<file path="src/rtl/ctx_save_pkg.sv">
package ctx_save_pkg;

  typedef enum logic [1:0] {
    FMT_NULL = 2'b00,
    FMT_IDLE = 2'b01,
    FMT_BUSY = 2'b10,
    FMT_BAD  = 2'b11
  } frameFmt_e;

  typedef struct packed {
    logic      startSave;
    frameFmt_e saveFmt;
    logic      advance;
    logic      startRestore;
    logic      capture;
  } ctlStrobe_t;

endpackage

</file>
<file path="src/rtl/ctx_sync.sv">
module ctx_sync #(
  parameter int W = 4
) (
  input  logic         clk,
  input  logic         rstN,
  input  logic [W-1:0] asyncIn,
  output logic [W-1:0] syncOut
);
  logic [W-1:0] stage1;
  logic [W-1:0] stage2;

  always_ff @(posedge clk or negedge rstN) begin
    if (!rstN) begin
      stage1 <= '0;
      stage2 <= '0;
    end else begin
      stage1 <= asyncIn;
      stage2 <= stage1;
    end
  end

  assign syncOut = stage2;
endmodule

</file>
<file path="src/rtl/ctx_save_dp.sv">
module ctx_save_dp
  import ctx_save_pkg::*;
#(
  parameter int DW       = 32,
  parameter int IDLE_LEN = 7,
  parameter int BUSY_LEN = 46
) (
  input  logic          clk,
  input  logic          rstN,
  input  ctlStrobe_t    strb,
  input  logic [DW-1:0] wrData,
  output logic [DW-1:0] rdData,
  output logic          frameDone,
  output frameFmt_e     curFmt
);
  localparam int LW   = $clog2(BUSY_LEN + 1);
  localparam int CTXN = BUSY_LEN - 1;
  localparam int PADW = DW - 2 - LW;

  logic [LW-1:0] idx;
  logic [LW-1:0] len;
  frameFmt_e     fmt;
  logic [DW-1:0] ctx [CTXN];
  logic [DW-1:0] rdWord;

  function automatic logic [LW-1:0] lenOf(frameFmt_e f);
    case (f)
      FMT_IDLE: lenOf = LW'(IDLE_LEN);
      FMT_BUSY: lenOf = LW'(BUSY_LEN);
      default:  lenOf = LW'(1);
    endcase
  endfunction

  always_ff @(posedge clk or negedge rstN) begin
    if (!rstN) begin
      idx <= '0;
      len <= LW'(1);
      fmt <= FMT_NULL;
    end else if (strb.startSave) begin
      fmt <= strb.saveFmt;
      len <= lenOf(strb.saveFmt);
      idx <= '0;
    end else if (strb.advance) begin
      idx <= idx + LW'(1);
    end else if (strb.startRestore) begin
      fmt <= FMT_NULL;
      len <= LW'(1);
      idx <= '0;
    end else if (strb.capture) begin
      if (idx == '0) begin
        fmt <= frameFmt_e'(wrData[DW-1 -: 2]);
        len <= lenOf(frameFmt_e'(wrData[DW-1 -: 2]));
      end
      idx <= idx + LW'(1);
    end
  end

  always_ff @(posedge clk or negedge rstN) begin
    if (!rstN) begin
      for (int i = 0; i < CTXN; i++) ctx[i] <= '0;
    end else if (strb.capture && !strb.startSave && !strb.startRestore) begin
      for (int i = 0; i < CTXN; i++)
        if (idx == LW'(i + 1)) ctx[i] <= wrData;
    end
  end

  always_comb begin
    rdWord = {fmt, {PADW{1'b0}}, len};
    for (int i = 0; i < CTXN; i++)
      if (idx == LW'(i + 1)) rdWord = ctx[i];
  end

  assign rdData    = rdWord;
  assign frameDone = (idx == len);
  assign curFmt    = fmt;

  p_idx_bound_r3: assert property (@(posedge clk) disable iff (!rstN)
    idx <= len);

  p_hdr_first_r2: assert property (@(posedge clk) disable iff (!rstN)
    strb.startSave |=> (idx == '0));
endmodule

</file>
<file path="src/rtl/ctx_save_ctrl.sv">
module ctx_save_ctrl
  import ctx_save_pkg::*;
#(
  parameter int RW       = 8,
  parameter int BUSY_LEN = 46
) (
  input  logic          clk,
  input  logic          rstN,
  input  logic          saveReq,
  input  logic          restoreReq,
  input  logic          rdAck,
  input  logic          wrReq,
  input  logic          exBusy,
  input  logic [RW-1:0] exRemain,
  input  logic          modelEmpty,
  input  logic          frameDone,
  input  frameFmt_e     curFmt,
  output ctlStrobe_t    strb,
  output logic          rdValid,
  output logic          wrAck,
  output logic          exAbort,
  output logic          modelClear,
  output logic          resumeValid,
  output logic          resumeBusy
);
  localparam logic [RW-1:0] BUSY_RW = RW'(BUSY_LEN);

  typedef enum logic [2:0] {
    ST_IDLE, ST_DRAIN, ST_SEND, ST_SACK, ST_RWAIT, ST_RACK
  } state_e;

  state_e state, stateNext;
  logic [3:0] syncd;
  logic saveS, rstS, ackS, wrS;
  logic saveDly, rstDly;
  logic abortNext, clearNext, resumeNext, busyNext;

  ctx_sync #(.W(4)) sync_i (
    .clk(clk), .rstN(rstN),
    .asyncIn({saveReq, restoreReq, rdAck, wrReq}),
    .syncOut(syncd)
  );
  assign {saveS, rstS, ackS, wrS} = syncd;

  wire saveRise = saveS && !saveDly;
  wire rstRise  = rstS && !rstDly;

  always_comb begin
    stateNext  = state;
    strb       = '0;
    abortNext  = 1'b0;
    clearNext  = 1'b0;
    resumeNext = 1'b0;
    busyNext   = resumeBusy;
    case (state)
      ST_IDLE: begin
        if (saveRise) begin
          if (modelEmpty) begin
            strb.startSave = 1'b1; strb.saveFmt = FMT_NULL; stateNext = ST_SEND;
          end else if (!exBusy) begin
            strb.startSave = 1'b1; strb.saveFmt = FMT_IDLE; stateNext = ST_SEND;
          end else if (exRemain < BUSY_RW) begin
            stateNext = ST_DRAIN;
          end else begin
            strb.startSave = 1'b1; strb.saveFmt = FMT_BUSY;
            abortNext = 1'b1; stateNext = ST_SEND;
          end
        end else if (rstRise) begin
          strb.startRestore = 1'b1; stateNext = ST_RWAIT;
        end
      end
      ST_DRAIN: begin
        if (!exBusy) begin
          strb.startSave = 1'b1; strb.saveFmt = FMT_IDLE; stateNext = ST_SEND;
        end
      end
      ST_SEND: begin
        if (ackS) begin
          strb.advance = 1'b1; stateNext = ST_SACK;
        end
      end
      ST_SACK: begin
        if (!ackS) stateNext = frameDone ? ST_IDLE : ST_SEND;
      end
      ST_RWAIT: begin
        if (wrS) begin
          strb.capture = 1'b1; stateNext = ST_RACK;
        end
      end
      ST_RACK: begin
        if (!wrS) begin
          if (frameDone) begin
            stateNext = ST_IDLE;
            case (curFmt)
              FMT_NULL: clearNext = 1'b1;
              FMT_IDLE: begin resumeNext = 1'b1; busyNext = 1'b0; end
              FMT_BUSY: begin resumeNext = 1'b1; busyNext = 1'b1; end
              default:  ;
            endcase
          end else begin
            stateNext = ST_RWAIT;
          end
        end
      end
      default: stateNext = ST_IDLE;
    endcase
  end

  always_ff @(posedge clk or negedge rstN) begin
    if (!rstN) begin
      state       <= ST_IDLE;
      saveDly     <= 1'b0;
      rstDly      <= 1'b0;
      exAbort     <= 1'b0;
      modelClear  <= 1'b0;
      resumeValid <= 1'b0;
      resumeBusy  <= 1'b0;
    end else begin
      state       <= stateNext;
      saveDly     <= saveS;
      rstDly      <= rstS;
      exAbort     <= abortNext;
      modelClear  <= clearNext;
      resumeValid <= resumeNext;
      resumeBusy  <= busyNext;
    end
  end

  assign rdValid = (state == ST_SEND);
  assign wrAck   = (state == ST_RACK);

  p_abort_pulse_r5: assert property (@(posedge clk) disable iff (!rstN)
    exAbort |=> !exAbort);

  p_abort_send_r5: assert property (@(posedge clk) disable iff (!rstN)
    exAbort |-> rdValid);

  p_valid_drop_r6: assert property (@(posedge clk) disable iff (!rstN)
    (rdValid && ackS) |=> !rdValid);

  p_drain_hold_r4: assert property (@(posedge clk) disable iff (!rstN)
    (state == ST_DRAIN && exBusy) |=> !rdValid);

  p_pulse_excl_r8: assert property (@(posedge clk) disable iff (!rstN)
    !(modelClear && resumeValid));
endmodule

</file>
<file path="src/rtl/ctx_save_unit.sv">
module ctx_save_unit
  import ctx_save_pkg::*;
#(
  parameter int DW       = 32,
  parameter int RW       = 8,
  parameter int IDLE_LEN = 7,
  parameter int BUSY_LEN = 46
) (
  input  logic          clk,
  input  logic          rstN,
  input  logic          saveReq,
  input  logic          restoreReq,
  input  logic          exBusy,
  input  logic [RW-1:0] exRemain,
  input  logic          modelEmpty,
  input  logic          rdAck,
  input  logic [DW-1:0] wrData,
  input  logic          wrReq,
  output logic          rdValid,
  output logic [DW-1:0] rdData,
  output logic          wrAck,
  output logic          exAbort,
  output logic          modelClear,
  output logic          resumeValid,
  output logic          resumeBusy
);
  ctlStrobe_t strb;
  logic       frameDone;
  frameFmt_e  curFmt;

  ctx_save_ctrl #(.RW(RW), .BUSY_LEN(BUSY_LEN)) ctrl_i (
    .clk(clk), .rstN(rstN), .saveReq(saveReq), .restoreReq(restoreReq),
    .rdAck(rdAck), .wrReq(wrReq), .exBusy(exBusy), .exRemain(exRemain),
    .modelEmpty(modelEmpty), .frameDone(frameDone), .curFmt(curFmt),
    .strb(strb), .rdValid(rdValid), .wrAck(wrAck), .exAbort(exAbort),
    .modelClear(modelClear), .resumeValid(resumeValid), .resumeBusy(resumeBusy)
  );

  ctx_save_dp #(.DW(DW), .IDLE_LEN(IDLE_LEN), .BUSY_LEN(BUSY_LEN)) dp_i (
    .clk(clk), .rstN(rstN), .strb(strb), .wrData(wrData),
    .rdData(rdData), .frameDone(frameDone), .curFmt(curFmt)
  );
endmodule

</file>
<file path="config.mk">
export PLATFORM = sky130hd
export DESIGN_NAME = ctx_save_unit
export DESIGN_NICKNAME = d
export VERILOG_FILES = /design/src/rtl/ctx_save_pkg.sv /design/src/rtl/ctx_sync.sv /design/src/rtl/ctx_save_dp.sv /design/src/rtl/ctx_save_ctrl.sv /design/src/rtl/ctx_save_unit.sv
export SDC_FILE = /design/constraint.sdc
export NUM_CORES = 2
export LEC_CHECK = 0
export ABC_AREA = 1
export CAP_MARGIN = 0
export CORE_UTILIZATION = 30
export DETAILED_ROUTE_END_ITERATION = 8
export DONT_BUFFER_PORTS = 1
export PLACE_DENSITY = 0.45
export SYNTH_ARGS = -nofsm -noshare
export SYNTH_HDL_FRONTEND = slang
export SYNTH_HIERARCHICAL = 1
export SYNTH_SLANG_ARGS = --single-unit
</file>
<file path="constraint.sdc">
create_clock -name clk -period 8.7 [get_ports clk]
set_input_delay 0.435 -clock clk [delete_from_list [all_inputs] [get_ports clk]]
set_output_delay 0.435 -clock clk [all_outputs]
set_load 0.005 [all_outputs]
</file>
* Word level (Yosys, flattened, before mapping)
Cells that the tools add are included. Widths: inputs -> output; s select.
Operators by class: add/subtract/negate cells 1, magnitude comparators 1, equality and inequality tests 64, mux-type cells 101, bitwise gates (word level) 1, reduce and logical (&&, ||, !) cells 64
Operators by type and width (number):
- $mux 32 | 45
- $eq 6x5->1 const B | 16
- $reduce_and 2->1 | 45
- $eq 6x6->1 const B | 14
- $mux 6 | 9
- $eq 6x4->1 const B | 8
- $mux 3 | 15
- $eq 6x3->1 const B | 4
- $pmux 6 s2 | 2
- $mux 1 | 20
- $pmux 3 s6 | 1
- $mux 2 | 7
- $eq 6x2->1 const B | 2
- $lt 8x6->1 const B | 1
- $ne 2x2->1 const B | 4
- $add 6x1->6 const B | 1
- $eq 2x1->1 const B | 3
- $eq 2x2->1 const B | 3
- $eq 3x2->1 const B | 2
- $eq 3x3->1 const B | 2
- $eq 6x1->1 const B | 1
- $eq 6x6->1 | 1
- $logic_not 6->1 | 1
- $pmux 3 s2 | 1
- 16 further kinds | 24
Storage, ports and cells: flip-flop bits (word level) 1471, input bits 48

* Longest topological paths before layout
word-level depth 46, gate-level depth with buffers 54

* By module
The synthesis kept the hierarchy.
By module, submodules not included:
- ctx_save_dp | instances 1, cells an instance 8150, area an instance 66083.4 µm²
- ctx_save_ctrl | instances 1, cells an instance 97, area an instance 624.3 µm²
- ctx_sync | instances 1, cells an instance 8, area an instance 200.2 µm²

* Worst setup path after synthesis
Ideal clock, no wire load.
path kind flip-flop to output port, start point reg dp_i.idx[0], end point out rdData[24], arrival time 3.850 ns, required time 8.265 ns, setup slack 4.415 ns, stages on the path, launching flop included 46, buffers on the path 1, cells stage by stage dfrtp_1 -> inv_1 -> ha_1 -> nand2_4 -> nor2_8 -> buf_2 -> a21oi_1 -> a21oi_1 -> o22ai_1 -> o21ai_1 -> nand2_1 -> nand3_1 -> o21ai_1 -> nand2_1 -> o211ai_1 -> nand4_1 -> o211ai_1 -> nand3_1 -> [... 10 more ...] -> nand2_1 -> nand4_1 -> nand3_1 -> nand2_1 -> nand2_1 -> nand3_1 -> nand2_1 -> nand2_1 -> nand2_1 -> nand3_1 -> nand2_1 -> nand2_1 -> nand2_1 -> nand4_1 -> nand2_1 -> nand2_1 -> nand2_1 -> a21oi_1
On the way: word-level cells in the longest chain between the ends 46, elaborated cells between the ends (all ways) 90, those cells by class eq/ne: 45; mux: 45
Ends and longest elaborated chain:
- start, declared | RTL line ctx_save_dp.sv:20 | logic [LW-1:0] idx;
- start signal, assigned | RTL line ctx_save_dp.sv:44 | idx <= idx + LW'(1);
- start signal, assigned | RTL line ctx_save_dp.sv:54 | idx <= idx + LW'(1);
- $eq 6x1->1 | RTL line ctx_save_dp.sv:70 | if (idx == LW'(i + 1)) rdWord = ctx[i];
- $mux 32 (44 in series) | RTL line ctx_save_dp.sv:70
- $mux 32 * | RTL line ctx_save_dp.sv:70
- end, declared | RTL line ctx_save_unit.sv:20 | output logic [DW-1:0] rdData,
Mark *: on every way between the ends. The rest lies on a longest branch, timed or not.

* Worst setup path in the final report
start point reg dp_i.idx[0], end point out rdData[19]
The elaborated chain is that of the path after synthesis.

==> results.rst <==
.. list-table::
   :header-rows: 1

   * - Metric
     - Value
   * - Run status
     - finished clean
   * - I/O pin total
     - 86
   * - Clock root cell
     - clkbuf_16
   * - Leak
     - 34.8 nW
   * - FMAX
     - 126 MHz
   * - Std cell rows
     - 172
   * - Normalized max-slew margin
     - 0.208
   * - Layout-stage area growth over the synthesis result
     - 11.9%
   * - Cts bufs inserted
     - 174
   * - Sum of negative setup slack
     - 0 ns
   * - Synth cell count leaders
     - nand2_1 (2844), o21ai_0 (1547), dfrtp_1 (1467)
   * - Share of layout cells above drive strength 1
     - 0.0871
   * - Post-Synthesis Net Count
     - 8312
   * - Min Clock Period, post-route
     - 7.94 ns
   * - Post-synthesis average cell area
     - 8.11 um^2
   * - Largest cells by area after synthesis
     - dfrtp_1 (55%), nand2_1 (16%), o21ai_0 (12%)
   * - Tcrit/Tclk final
     - 0.912
   * - Final setup vio count
     - 0
   * - Register clock-pin slew on the reported worst setup and hold paths
     - 0.06 ns
   * - Initial Utilization
     - 0.303
   * - Post-synthesis register bit count
     - 1468
   * - Area used by multi-input combinational logic
     - 0.0266 mm^2
   * - Type of the worst min-delay path
     - input port to flop
   * - Horizontal extent of the die
     - 474 um
   * - H-tree Lvls
     - 4
   * - Final total power
     - 0.0231 W
   * - Final wirelength
     - 204000 um
   * - Wire length of the first global-routing pass
     - 321000 um
   * - Cell with the largest stage delay on the worst path
     - nand3_2
   * - Design Area, Final
     - 0.0749 mm^2
   * - Area share of the leading cell type in the synthesized netlist
     - 0.549
   * - Number of buffers inserted to repair setup after CTS
     - 0
   * - Count of hold buffers inserted by post-cts repair
     - 10
   * - Fin. Hold Viols
     - 0
   * - Die footprint
     - 0.225 mm^2
   * - Worst Max-Slew Pin Slew
     - 1.18 ns
   * - Wire per inst
     - 18.6 um
   * - Overall global routing resource usage
     - 0.182
   * - Delay of the slowest cell on the worst path
     - 0.58 ns
   * - DPL Wire Length
     - 122000 um
   * - Detailed-route vias per instance
     - 4.84
   * - Initial antenna violation count
     - 3
   * - Worst EP required
     - 8.27 ns
   * - Count of fill cells added during filler insertion
     - 23100
   * - Clock Skews
     - 0.0272 ns
   * - Number of clock sinks seen by CTS
     - 1468
   * - GRT Residual Overflow
     - 0
   * - Count of distinct cell types in the synthesized netlist
     - 49
   * - Number of buffers between clock root and the deepest sink
     - 3
   * - Capturing element type of the critical path
     - output port
   * - Crit-path most repeated cell
     - nand2_1
   * - Max FO, Critical Path
     - 23
   * - Combined area of all synthesized cells
     - 0.0669 mm^2
   * - Residual DRC
     - 0
   * - Insertion delay to the later sink of the worst-skew pair
     - 0.83 ns
   * - Die height
     - 474 um
   * - Overall via count from detail_route
     - 53300
   * - Max Cap Violations
     - 0
   * - Type of the worst setup path
     - flop to output port
   * - Final slew viol count
     - 0
   * - DRC violation total after the first TritonRoute iteration
     - 4332
   * - Most frequently used cell type in the post-synthesis netlist
     - nand2_1
   * - Pin count of the biggest net entering global routing
     - 164
   * - Gpl congestion
     - 0.766
   * - Count of instances resized after the clock tree is built
     - 0
   * - Area post-placement
     - 0.0691 mm^2
   * - Sequential element share of the synthesized area
     - 0.549
   * - Area taken by flip-flops and latches
     - 0.0367 mm^2
   * - Data arrival time of the critical path
     - 7.50 ns
   * - Clock tree from TritonCTS
     - done
   * - Yosys synthesis warning count
     - 6
   * - Number of enable flip-flop cells after synthesis
     - 0
   * - Port Buffers
     - 0
   * - Remaining antenna violation count after routing
     - 0
   * - Iteration count of the initial detailed-routing pass
     - 6
   * - Unrepaired setup endpoints after global routing
     - no
   * - Dominant cell type by area after synthesis
     - dfrtp_1
   * - Total power divided by cell area
     - 308 mW/mm^2
   * - Vias in the first global route
     - 51600
   * - Area inside the core boundary
     - 0.221 mm^2
   * - Final-stage net count
     - 7981
   * - Worst supply voltage drop on vdd
     - 0.000236 V
   * - Kind of start point of the critical path
     - flop
   * - Fraction of synthesis flops using an asynchronous set or reset pin
     - 1.00
   * - Leading register cell type out of synthesis
     - dfrtp_1
   * - Cell count after synthesis
     - 8255
routing by layer:
layer  track usage  up-vias  wire, um
li1              -    26300         -
met1         0.245    26000     93800
met2         0.311      779    101000
met3        0.0224      232      6280
met4        0.0426        0      3690
met5             0        -         0
worst max-delay path, delay by kind of cell, from the launching register on:
family | cells | cell delay, ns
AND/OR/NAND/NOR | 37 | 4.33
buffers and inverters | 1 | 0.16
adder cells (fa/ha/maj) | 1 | 0.35
flip-flops | 1 | 0.43
AO/OA/AOI/OAI | 10 | 1.38
flip-flops by register name, indices dropped and copies added, names as in the netlist:
name	count
dp_i/len	3
dp_i/idx	6
ctrl_i/resumeBusy	1
ctrl_i/sync_i/syncOut	4
ctrl_i/saveDly	1
ctrl_i/exAbort	1
ctrl_i/sync_i/stage1	4
ctrl_i/state	3
dp_i/curFmt	2
ctrl_i/rstDly	1
ctrl_i/resumeValid	1
ctrl_i/modelClear	1
dp_i/ctx	1440
area by class of cell:
cell class / count / area share
timing repair buffer: 135 / 0.0153
multi-input combinational: 5884 / 0.356
antenna: 3 / 0.000100
clock buffer: 273 / 0.0702
tap: 2958 / 0.0494
inverter: 261 / 0.0132
sequential: 1468 / 0.490
clock inverter: 30 / 0.00558
placed cells by master, fill, tap and decap left out, drive strengths merged, types with 125 or more instances in the layout:
cell,count
buf,125
o21ai,1727
clkbuf,273
nand2,2848
dfrtp,1467
nand3,452
inv,257
nor2,262
a21oi,213
or2,192
metrics by stage:
| step | utilization | instances | setup WS (ns) | hold WS, ns |
|---|---|---|---|---|
| after floorplan | - | 8255 | 4.41 | 0.139 |
| after global placement | 0.313 | 10700 | 1.34 | 0.332 |
| after detailed placement | 0.313 | 10700 | 1.43 | 0.336 |
| after CTS | 0.340 | 11000 | 0.504 | 0.00905 |
| after global routing | 0.340 | 11000 | 0.0472 | 0.0600 |
| final | 0.340 | 11000 | 0.762 | 0.0556 |
cells by family after synthesis:
logic type / after synthesis / synth area share
AND/OR/NAND/NOR: 3811 / 0.234
AO/OA/AOI/OAI: 2062 / 0.159
flip-flops: 1468 / 0.549
buffers and inverters: 903 / 0.0554
adder cells (fa/ha/maj): 9 / 0.00168
XOR/XNOR: 1 / 0.000131
multiplexers: 1 / 0.000150
report_power, final:
part	total, W	internal [W]	switching (W)
combinational	0.00738	0.00231	0.00508
clock	0.00725	0.00431	0.00295
sequential	0.00845	0.00790	0.000554
total	0.0231	0.0145	0.00858
path summary, 6_finish.rpt:
kind	depth (start not counted)	from	end	slack (ns)
max	49	dp_i/idx[0]$_DFFE_PN0P_	rdData[19]	0.76
min	2	wrData[31]	dp_i/ctx[1439]$_DFFE_PN0P_	0.06
max reg2reg	11	ctrl_i/state[0]$_DFFE_PN0P_	dp_i/ctx[661]$_DFFE_PN0P_	4.58
min reg2reg	0	ctrl_i/sync_i/stage1[2]$_DFF_PN0_	ctrl_i/sync_i/syncOut[2]$_DFF_PN0_	0.34
max in group asynchronous	4	rstN	dp_i/ctx[4]$_DFFE_PN0P_	6.07
min in group asynchronous	2	rstN	dp_i/ctx[896]$_DFFE_PN0P_	0.27
Power figures use the tool's default switching activity.
